`src/rtl/wkm_pkg.sv`:
```
package wkm_pkg;
  localparam int ID_W      = 29;
  localparam int STD_W     = 11;
  localparam int DLC_W     = 4;
  localparam int MAX_BYTES = 8;
  localparam int BYTE_W    = 8;
  localparam int PAY_W     = MAX_BYTES * BYTE_W;
  localparam int NUM_REGS  = 9 + MAX_BYTES;
  localparam int ADDR_W    = $clog2(NUM_REGS);

  localparam logic [ADDR_W-1:0] A_ID0   = ADDR_W'(0);
  localparam logic [ADDR_W-1:0] A_ID1   = ADDR_W'(1);
  localparam logic [ADDR_W-1:0] A_ID2   = ADDR_W'(2);
  localparam logic [ADDR_W-1:0] A_ID3   = ADDR_W'(3);
  localparam logic [ADDR_W-1:0] A_MSK0  = ADDR_W'(4);
  localparam logic [ADDR_W-1:0] A_MSK1  = ADDR_W'(5);
  localparam logic [ADDR_W-1:0] A_MSK2  = ADDR_W'(6);
  localparam logic [ADDR_W-1:0] A_MSK3  = ADDR_W'(7);
  localparam logic [ADDR_W-1:0] A_CTRL  = ADDR_W'(8);
  localparam int                A_PAT0  = 9;

  typedef struct packed {
    logic [ID_W-1:0]  id;
    logic             ide;
    logic [ID_W-1:0]  mask;
    logic [DLC_W-1:0] dlc;
    logic             dme;
    logic [PAY_W-1:0] pat;
  } wkm_cfg_t;
endpackage

```
`src/rtl/wkm_cfg_regs.sv`:
```
module wkm_cfg_regs
  import wkm_pkg::*;
(
  input  logic              clk,
  input  logic              rst_n,
  input  logic              we,
  input  logic [ADDR_W-1:0] addr,
  input  logic [BYTE_W-1:0] wdata,
  output wkm_cfg_t          cfg
);
  wkm_cfg_t cfg_q, cfg_d;

  always_comb begin
    cfg_d = cfg_q;
    if (we) begin
      case (addr)
        A_ID0:  cfg_d.id[17:10] = wdata;
        A_ID1:  cfg_d.id[9:2]   = wdata;
        A_ID2: begin
          cfg_d.id[1:0]   = wdata[7:6];
          cfg_d.ide       = wdata[5];
          cfg_d.id[28:24] = wdata[4:0];
        end
        A_ID3:  cfg_d.id[23:18]   = wdata[7:2];
        A_MSK0: cfg_d.mask[17:10] = wdata;
        A_MSK1: cfg_d.mask[9:2]   = wdata;
        A_MSK2: begin
          cfg_d.mask[1:0]   = wdata[7:6];
          cfg_d.mask[28:24] = wdata[4:0];
        end
        A_MSK3: cfg_d.mask[23:18] = wdata[7:2];
        A_CTRL: begin
          cfg_d.dme = wdata[4];
          cfg_d.dlc = wdata[3:0];
        end
        default: begin
          for (int k = 0; k < MAX_BYTES; k++) begin
            if (addr == ADDR_W'(A_PAT0 + k)) cfg_d.pat[k*BYTE_W +: BYTE_W] = wdata;
          end
        end
      endcase
    end
  end

  always_ff @(posedge clk or negedge rst_n) begin
    if (!rst_n) cfg_q <= '0;
    else        cfg_q <= cfg_d;
  end

  assign cfg = cfg_q;
endmodule

```
`src/rtl/wkm_id_cmp.sv`:
```
module wkm_id_cmp
  import wkm_pkg::*;
(
  input  logic [ID_W-1:0] ref_id,
  input  logic [ID_W-1:0] ref_mask,
  input  logic            ref_ide,
  input  logic [ID_W-1:0] frm_id,
  input  logic            frm_ide,
  output logic            id_hit
);
  localparam logic [ID_W-1:0] STD_WIN = {{STD_W{1'b1}}, {(ID_W-STD_W){1'b0}}};

  logic [ID_W-1:0] care;
  logic [ID_W-1:0] diff;

  always_comb begin
    care   = ~ref_mask & (ref_ide ? {ID_W{1'b1}} : STD_WIN);
    diff   = (frm_id ^ ref_id) & care;
    id_hit = (frm_ide == ref_ide) && (diff == '0);
  end
endmodule

```
`src/rtl/wkm_data_cmp.sv`:
```
module wkm_data_cmp
  import wkm_pkg::*;
(
  input  logic             dme,
  input  logic [DLC_W-1:0] ref_dlc,
  input  logic [PAY_W-1:0] pat,
  input  logic             frm_rtr,
  input  logic [DLC_W-1:0] frm_dlc,
  input  logic [PAY_W-1:0] frm_data,
  output logic             data_ok
);
  logic [MAX_BYTES-1:0] byte_hit;

  for (genvar k = 0; k < MAX_BYTES; k++) begin : g_byte
    logic used;
    assign used        = (int'(frm_dlc) > k);
    assign byte_hit[k] = used && |(frm_data[k*BYTE_W +: BYTE_W] & pat[k*BYTE_W +: BYTE_W]);
  end

  always_comb begin
    if (!dme) data_ok = 1'b1;
    else      data_ok = !frm_rtr && (frm_dlc == ref_dlc) && (byte_hit != '0);
  end
endmodule

```
`src/rtl/wake_frame_matcher.sv`:
```
module wake_frame_matcher
  import wkm_pkg::*;
(
  input  logic              clk,
  input  logic              rst_n,
  input  logic              cfg_we,
  input  logic [ADDR_W-1:0] cfg_addr,
  input  logic [BYTE_W-1:0] cfg_wdata,
  input  logic              wake_en,
  input  logic              frm_valid,
  input  logic [ID_W-1:0]   frm_id,
  input  logic              frm_ide,
  input  logic              frm_rtr,
  input  logic [DLC_W-1:0]  frm_dlc,
  input  logic [PAY_W-1:0]  frm_data,
  output logic              wake_match
);
  logic     rst_meta_q, rst_sync_n;
  wkm_cfg_t cfg;
  logic     id_hit, data_ok;
  logic     match_d, match_q;

  always_ff @(posedge clk or negedge rst_n) begin
    if (!rst_n) begin
      rst_meta_q <= 1'b0;
      rst_sync_n <= 1'b0;
    end else begin
      rst_meta_q <= 1'b1;
      rst_sync_n <= rst_meta_q;
    end
  end

  wkm_cfg_regs i_regs (
    .clk   (clk),
    .rst_n (rst_sync_n),
    .we    (cfg_we),
    .addr  (cfg_addr),
    .wdata (cfg_wdata),
    .cfg   (cfg)
  );

  wkm_id_cmp i_id (
    .ref_id   (cfg.id),
    .ref_mask (cfg.mask),
    .ref_ide  (cfg.ide),
    .frm_id   (frm_id),
    .frm_ide  (frm_ide),
    .id_hit   (id_hit)
  );

  wkm_data_cmp i_data (
    .dme      (cfg.dme),
    .ref_dlc  (cfg.dlc),
    .pat      (cfg.pat),
    .frm_rtr  (frm_rtr),
    .frm_dlc  (frm_dlc),
    .frm_data (frm_data),
    .data_ok  (data_ok)
  );

  always_comb begin
    match_d = frm_valid && wake_en && id_hit && data_ok;
  end

  always_ff @(posedge clk or negedge rst_sync_n) begin
    if (!rst_sync_n) match_q <= 1'b0;
    else             match_q <= match_d;
  end

  assign wake_match = match_q;

  assert_pulse_after_strobe_R2: assert property (@(posedge clk) disable iff (!rst_sync_n)
    wake_match |-> $past(frm_valid));

  assert_pulse_single_R2: assert property (@(posedge clk) disable iff (!rst_sync_n)
    (wake_match && !frm_valid) |=> !wake_match);

  assert_wake_gate_R11: assert property (@(posedge clk) disable iff (!rst_sync_n)
    wake_match |-> $past(wake_en));

  assert_ide_agree_R4: assert property (@(posedge clk) disable iff (!rst_sync_n)
    wake_match |-> ($past(frm_ide) == $past(cfg.ide)));

  assert_no_remote_R8: assert property (@(posedge clk) disable iff (!rst_sync_n)
    (wake_match && $past(cfg.dme)) |-> !$past(frm_rtr));

  assert_dlc_zero_fails_R10: assert property (@(posedge clk) disable iff (!rst_sync_n)
    (wake_match && $past(cfg.dme)) |-> ($past(frm_dlc) != '0));
endmodule

```
`config.mk`:
```
export PLATFORM = sky130hd
export DESIGN_NAME = wake_frame_matcher
export DESIGN_NICKNAME = d
export VERILOG_FILES = /design/src/rtl/wkm_pkg.sv /design/src/rtl/wkm_cfg_regs.sv /design/src/rtl/wkm_id_cmp.sv /design/src/rtl/wkm_data_cmp.sv /design/src/rtl/wake_frame_matcher.sv
export SDC_FILE = /design/constraint.sdc
export NUM_CORES = 1
export LEC_CHECK = 0
export BUFFER_PORTS_ARGS = -buffer_cell sky130_fd_sc_hd__buf_2
export CORE_ASPECT_RATIO = 1.4
export CORE_MARGIN = 2
export CORE_UTILIZATION = 40
export DETAILED_ROUTE_END_ITERATION = 7
export PLACE_DENSITY = 0.58
export SLEW_MARGIN = 20
export SYNTH_ARGS = -nofsm -noshare
export SYNTH_HDL_FRONTEND = slang
export SYNTH_SLANG_ARGS = --single-unit
```
`constraint.sdc`:
```
create_clock -name clk -period 4.9 [get_ports clk]
set_clock_uncertainty 0.05 [all_clocks]
set_input_delay 0.49 -clock clk [delete_from_list [all_inputs] [get_ports clk]]
set_output_delay 0.49 -clock clk [all_outputs]
set_load 0.03 [all_outputs]
```
Word level (Yosys, flattened, before mapping) --
Cells that the tools add are included.
Word-level totals: input port bits 117, output and inout bits 1, bits in registers 131
Cells by class: $lt $le $gt $ge 8, bitwise operators 13, mux-type cells 2, eq/ne operators 18, reductions and logical operators 44
Operators by type and width (count):
- $and 8x8->8 | 8
- $reduce_or 8->1 | 8
- $and 29x29->29 | 2
- $eq 5x4->1 const B | 8
- $logic_not 29->1 | 1
- $not 29->29 | 1
- $xor 29x29->29 | 1
- $reduce_and 3->1 | 8
- $eq 5x3->1 const B | 4
- $mux 18 | 1
- $reduce_and 2->1 | 9
- $gt 4x3->1 const B | 4
- $logic_and 1x1->1 | 14
- $eq 5x2->1 const B | 2
- $reduce_or 9->1 | 1
- $gt 4x1->1 const B | 2
- $gt 4x2->1 const B | 2
- $reduce_bool 8->1 | 1
- $eq 5x1->1 const B | 1
- $eq 5x5->1 const B | 1
- $logic_not 5->1 | 1
- $eq 4x4->1 | 1
- $eq 1x1->1 | 1
- $logic_not 1->1 | 1
- other kinds (2) | 2

Longest topological paths before layout --
word-level depth 7, mapped depth 6, depth with buffers taken out 5

Hierarchy --
Synthesis repeated with hierarchy kept, for this count alone.
Second synthesis, totals: cells, all modules 419, area total of the unflattened synthesis 5850.6 µm²
Modules (own cells, without submodules):
- wkm_cfg_regs | seq. area each 3203.1 µm², cells an instance 297, area each 4919.7 µm², times used 1
- wkm_data_cmp | seq. area each 0.0 µm², cells an instance 61, area each 421.7 µm², times used 1
- wkm_id_cmp | seq. area each 0.0 µm², cells an instance 56, area each 421.7 µm², times used 1
- wake_frame_matcher | seq. area each 75.1 µm², cells an instance 5, area each 87.6 µm², times used 1

Least setup slack after synthesis --
No wires, ideal clock.
kind input -> register, start point in frm_dlc[2], end point reg match_q, in the netlist wake_match, setup time 130 ps, cell stages on the path 5, arrival 1575 ps, path buffers 1, path slack 3144 ps, cell sequence buf_2 > a211o_1 > a221o_1 > nor4_2 > a211oi_1
Between the ends: cells in the longest elaborated chain, start to end 6, elaborated cells between the ends (all ways) 22
Ends and longest elaborated chain:
- start: declaration | line wake_frame_matcher.sv:14 | input logic [DLC_W-1:0] frm_dlc,
- $gt 4x1->1, or another cell as far along | line wkm_data_cmp.sv:16 | assign used = (int'(frm_dlc) > k);
- $logic_and 1x1->1 | line wkm_data_cmp.sv:17 | assign byte_hit[k] = used && |(frm_data[k*BYTE_W +: BYTE_W] & pat[k*BYTE_W +: BYTE_W]);
- $reduce_bool 8->1 | line wkm_data_cmp.sv:22 | else data_ok = !frm_rtr && (frm_dlc == ref_dlc) && (byte_hit != '0);
- $logic_and 1x1->1 (*) | line wkm_data_cmp.sv:22
- $mux 1 (*) | line wkm_data_cmp.sv:21 | if (!dme) data_ok = 1'b1;
- $logic_and 1x1->1 (*) | line wake_frame_matcher.sv:62 | match_d = frm_valid && wake_en && id_hit && data_ok;
- via match_d | line wake_frame_matcher.sv:21 | logic match_d, match_q;
- end signal: assignment | line wake_frame_matcher.sv:67 | else match_q <= match_d;
- end: declaration | line wake_frame_matcher.sv:21
The timed path passes the listed nets; every way through them passes the cells marked *. A chain may end at the register's enable or synchronous reset.

Final worst setup path --
start point in cfg_addr[4], end point reg i_regs.cfg_q (netlist bit i_regs.cfg[19])
Between the ends: cells in the longest elaborated chain, start to end 4, elaborated cells between the ends (all ways) 13
Ends and longest elaborated chain:
- start: declaration | line wake_frame_matcher.sv:7 | input logic [ADDR_W-1:0] cfg_addr,
- $eq 5x1->1, or another cell as far along | line wkm_cfg_regs.sv:16 | case (addr)
- $reduce_or 9->1 (no source line)
- $not 1->1 (no source line)
- $reduce_and 3->1 (no source line) (*)
- end signal: assignment | line wkm_cfg_regs.sv:47 | else cfg_q <= cfg_d;
- end: declaration | line wkm_cfg_regs.sv:11 | wkm_cfg_t cfg_q, cfg_d;
Every way passes the cells marked *; elsewhere a longest branch is shown, timed or not.

==> Flow_metrics.wiki <==
{| class="wikitable"
! Metric !! Value
|-
| Die ar. || roughly 16000 µm²
|-
| Clock slew seen by the registers of the worst setup and hold paths || approximately 60 ps
|-
| Total of warnings raised by yosys || 0
|-
| Nets@finish || between 600 and 700
|-
| Number of setup buffers added after CTS || 0
|-
| Maximum number of pins on one net before global-route repair || 64
|-
| Post-detail-place hpwl || between 10000 and 15000 µm
|-
| Slowest cell on the critical path || sky130_fd_sc_hd__nor2b_1
|-
| Fillers || 1263
|-
| Final total negative setup slack || 0 ps
|-
| Area Growth Syn to Fin || 24.0%
|-
| Highest-utilization routing layer at the global route stage || met2
|-
| IO Port Bufs || between 100 and 150
|-
| Post-synth ARST share || 1.00
|-
| Met3 demand-to-capacity share in global routing || 0.0439
|-
| Master cell of the clock root buffer || sky130_fd_sc_hd__clkbuf_16
|-
| Count of distinct cell types in the synthesized netlist || between 40 and 50
|-
| Class of the most critical setup path || in2reg
|-
| Clock power frac || 0.410
|-
| Max-cap violations || 0
|-
| Count of TritonRoute iterations in the first routing pass || 5
|-
| Most instantiated flip-flop cell in the synthesis netlist || sky130_fd_sc_hd__dfrtp_1
|-
| TritonCTS clock tree || done
|-
| Proportion of power drawn by flip-flops and latches || 0.439
|-
| Setup violations, final || 0
|-
| Number of nets with antenna violations after routing || 0
|-
| Number of remaining DRC errors || 0
|-
| Initial DRC Count || approximately 160
|-
| Fraction of final layout cells with drive strength greater than 1 || 0.500
|-
| Portion of the post-synthesis area used by sequential elements || 0.562
|-
| Setup repair after global routing missed its margin || false
|-
| All-layer global routing usage || 0.196
|-
| Worst r2r path cells || 5
|-
| Final period demand of the worst path || 1840 ps
|-
| Number of rows created at floorplan || 52
|-
| Vias per cell || roughly 5.3
|-
| Cell class contributing the biggest share of worst-path delay || simple AND/OR/NAND/NOR gates
|-
| Maximum buffer depth of the clock tree || 2
|-
| Share of the clock period used by the worst path after layout || 0.376
|-
| Post-Syn Instances || a little over 400
|-
| Net switching share of the total power || 0.242
|-
| Power density relative to cell area || approximately 450 nW/µm²
|-
| Area contributors post-synth || sky130_fd_sc_hd__dfrtp_1, sky130_fd_sc_hd__mux2_2, sky130_fd_sc_hd__xnor2_1
|-
| Worst-path cell chain || buf_2 > nor2b_2 > nand3_1 > nor2b_1 > mux2_2
|-
| Met2 track utilization from global routing || 0.329
|-
| Area leader, netlist || sky130_fd_sc_hd__dfrtp_1
|-
| Worst slew slack as a fraction of its limit || 0.450
|-
| Synth top area share || 0.562
|-
| Sw power || approximately 800 µW
|-
| Proportion of power drawn by combinational gates || 0.150
|-
| Number of nets in the synthesized netlist || about 530
|-
| Category of the worst setup path capture point || flip-flop
|-
| Maximum fanout count along the critical path || 8
|-
| Wire length of the first global-routing pass || about 23000 µm
|-
| Total clock buffers created by CTS || 17
|-
| Cell Area, Synth || between 5000 and 6000 µm²
|-
| Number of global-route vias before repair || about 4200
|-
| Ports || approximately 120
|-
| Number of pins exceeding their max-slew limit in the final report || 0
|-
| Post-cts sizing count || 0
|-
| Post-synth EDFFs || 0
|-
| Die Ht || approximately 150 µm
|-
| CTS H-tree depth || 4
|-
| Internal || 2.44 mW
|-
| Wirelength per Cell || slightly below 20 µm
|-
| FMAX || roughly 540 MHz
|-
| Mean post-synth cell area || approximately 14 µm²
|-
| Run status || completed
|-
| Required time worst endpoint || just over 5000 ps
|-
| Final Non-Filler Cells || between 700 and 800
|-
| Slew of the pin with the lowest slew margin || around 800 ps
|-
| Leak || around 3.3 nW
|-
| Instance count after placement with tap cells included || 708
|-
| Sink count of the clock tree || ~130
|-
| Count of cell instances traversed by the critical path || 5
|-
| Number of antenna violations at the first check in global routing || 0
|-
| Diodes inserted || 0
|-
| Worst Hold Class || reg2async
|-
| Core Box Area || 14400 µm²
|-
| Startpoint kind of the worst setup timing path || primary input
|-
| Peak supply drop || roughly 230 µV
|-
| GRT overflow || 0
|-
| Worst endpoint data arrival time || 2080 ps
|-
| CTS Hold Buffers Added || 1
|-
| Die Wd || 106 µm
|-
| Via count || about 4000
|-
| Post-synthesis sequential element count || between 100 and 150
|-
| Worst hold-check slack || about 170 ps
|-
| Starting utilization of the core area || 0.406
|-
| Clock latency at the later pin of the worst-skew pair || between 400 and 500 ps
|-
| Start point of the critical path || cfg_addr[4]
|-
| Gpl congestion || approximately 0.81
|-
| Worst reg2reg startpoint || i_regs.cfg[108]
|-
| Final routed wirelength across all metal layers || between 10000 and 15000 µm
|-
| Critical path buffers and inverters || 1
|-
| Global-route track usage on met1 || 0.253
|-
| Endpoints failing hold || 0
|-
| Delay of the slowest cell on the worst path || just under 700 ps
|}
==> final cells by class <==
cell class	count	area [µm²]	area share
sequential	131	3280	0.453
multi-input combinational	268	2480	0.342
timing repair buffer	120	611	0.0844
clock buffer	19	443	0.0612
tap	189	236	0.0327
clock inverter	13	185	0.0256
inverter	1	3.75	0.000519
==> worst reg2reg max path: stages (launching register included) <==
cell	delay, ps
sky130_fd_sc_hd__dfrtp_1	380
sky130_fd_sc_hd__xnor2_1	180
sky130_fd_sc_hd__o22ai_1	110
sky130_fd_sc_hd__nor4_1	440
sky130_fd_sc_hd__a21oi_1	160
sky130_fd_sc_hd__a211oi_1	270
==> per-stage QoR <==
stage	power (mW)	setup WS (ps)	util	area, µm²
after floorplan	1.75	930	-	5840
after global placement	1.90	2730	0.459	6600
after detailed placement	1.93	2630	0.459	6600
after CTS	3.26	3040	0.503	7240
after global routing	3.37	2950	0.503	7240
final	3.23	3060	0.503	7240
==> registers in the layout, summed over array words and instances, names as in the netlist <==
signal / flops
rst_sync_n: 1
i_regs.cfg: 128
wake_match: 1
rst_meta_q: 1
==> synthesized netlist by cell type (3+ instances only) <==
cell type	number
sky130_fd_sc_hd__dfrtp_1	131
sky130_fd_sc_hd__mux2_1	9
sky130_fd_sc_hd__nor2b_1	4
sky130_fd_sc_hd__nand4_1	6
sky130_fd_sc_hd__o22ai_1	12
sky130_fd_sc_hd__xnor2_1	33
sky130_fd_sc_hd__a22oi_1	30
sky130_fd_sc_hd__clkbuf_1	9
sky130_fd_sc_hd__nand3_1	3
sky130_fd_sc_hd__buf_2	4
sky130_fd_sc_hd__nand2_1	12
sky130_fd_sc_hd__nor4_1	4
sky130_fd_sc_hd__o21ai_0	3
sky130_fd_sc_hd__mux2_4	8
sky130_fd_sc_hd__mux2_2	111
==> per-layer routing <==
layer	routed length, µm	vias to the layer above	part of all wire
met1	6290	1985	0.44
li1	-	1798	-
met4	261	0	0.018
met3	569	18	0.039
met5	0	-	0
met2	7290	121	0.51
==> power groups by stage <==
stage                     sequential [mW]  clock (mW)  combinational (mW)
after floorplan                      1.40           0               0.344
after global placement               1.43           0               0.474
after detailed placement             1.44           0               0.490
after CTS                            1.42        1.34               0.492
after global routing                 1.44        1.40               0.532
final                                1.42        1.32               0.484
==> cells by family (layout without fill, tap and decap cells) <==
| group | Yosys count | count (layout) | synth area share |
|---|---|---|---|
| flip-flops | 131 | 131 | 0.562 |
| multiplexers | 128 | 128 | 0.252 |
| AO/OA/AOI/OAI | 61 | 61 | 0.0755 |
| AND/OR/NAND/NOR | 44 | 44 | 0.0452 |
| XOR/XNOR | 34 | 34 | 0.0510 |
| buffers and inverters | 16 | 153 | 0.0137 |
| other | 1 | 1 | 0.000643 |
==> path summary, 6_finish.rpt <==
| check | slack [ps] | endpoint |
|---|---|---|
| setup / recovery | 3060 | i_regs.cfg[19] |
| hold / removal | 170 | i_regs.cfg[3] |
| setup reg to reg | 3210 | wake_match |
| hold reg to reg | 170 | i_regs.cfg[3] |
| max in group asynchronous | 3510 | i_regs.cfg[124] |
| min in group clk | 300 | rst_sync_n |
==> cells in the final DEF, fill, tap and decap left out, types with 2 or more instances in the layout <==
master	synthesis	final
sky130_fd_sc_hd__a22oi_1	30	30
sky130_fd_sc_hd__xnor2_1	33	33
sky130_fd_sc_hd__clkinv_2	0	3
sky130_fd_sc_hd__clkinvlp_4	0	2
sky130_fd_sc_hd__nand3_1	3	3
sky130_fd_sc_hd__mux2_2	111	111
sky130_fd_sc_hd__clkinv_4	0	4
sky130_fd_sc_hd__clkbuf_16	0	17
sky130_fd_sc_hd__nor4_1	4	4
sky130_fd_sc_hd__a41oi_1	2	2
sky130_fd_sc_hd__mux2_1	9	9
sky130_fd_sc_hd__nand4_1	6	6
sky130_fd_sc_hd__buf_4	0	2
sky130_fd_sc_hd__bufinv_16	0	4
sky130_fd_sc_hd__nor2b_1	4	4
sky130_fd_sc_hd__o32ai_1	2	2
sky130_fd_sc_hd__nor2_2	2	2
sky130_fd_sc_hd__and3_1	2	2
sky130_fd_sc_hd__nand2_1	12	12
sky130_fd_sc_hd__nor3_1	2	2
sky130_fd_sc_hd__o21ai_0	3	3
sky130_fd_sc_hd__o22ai_1	12	12
sky130_fd_sc_hd__a21oi_1	2	2
sky130_fd_sc_hd__nor2_1	2	2
sky130_fd_sc_hd__a31oi_1	2	2
sky130_fd_sc_hd__dfrtp_1	131	130
sky130_fd_sc_hd__mux2_4	8	8
sky130_fd_sc_hd__buf_2	4	117
(Power assumes the default switching activity.)
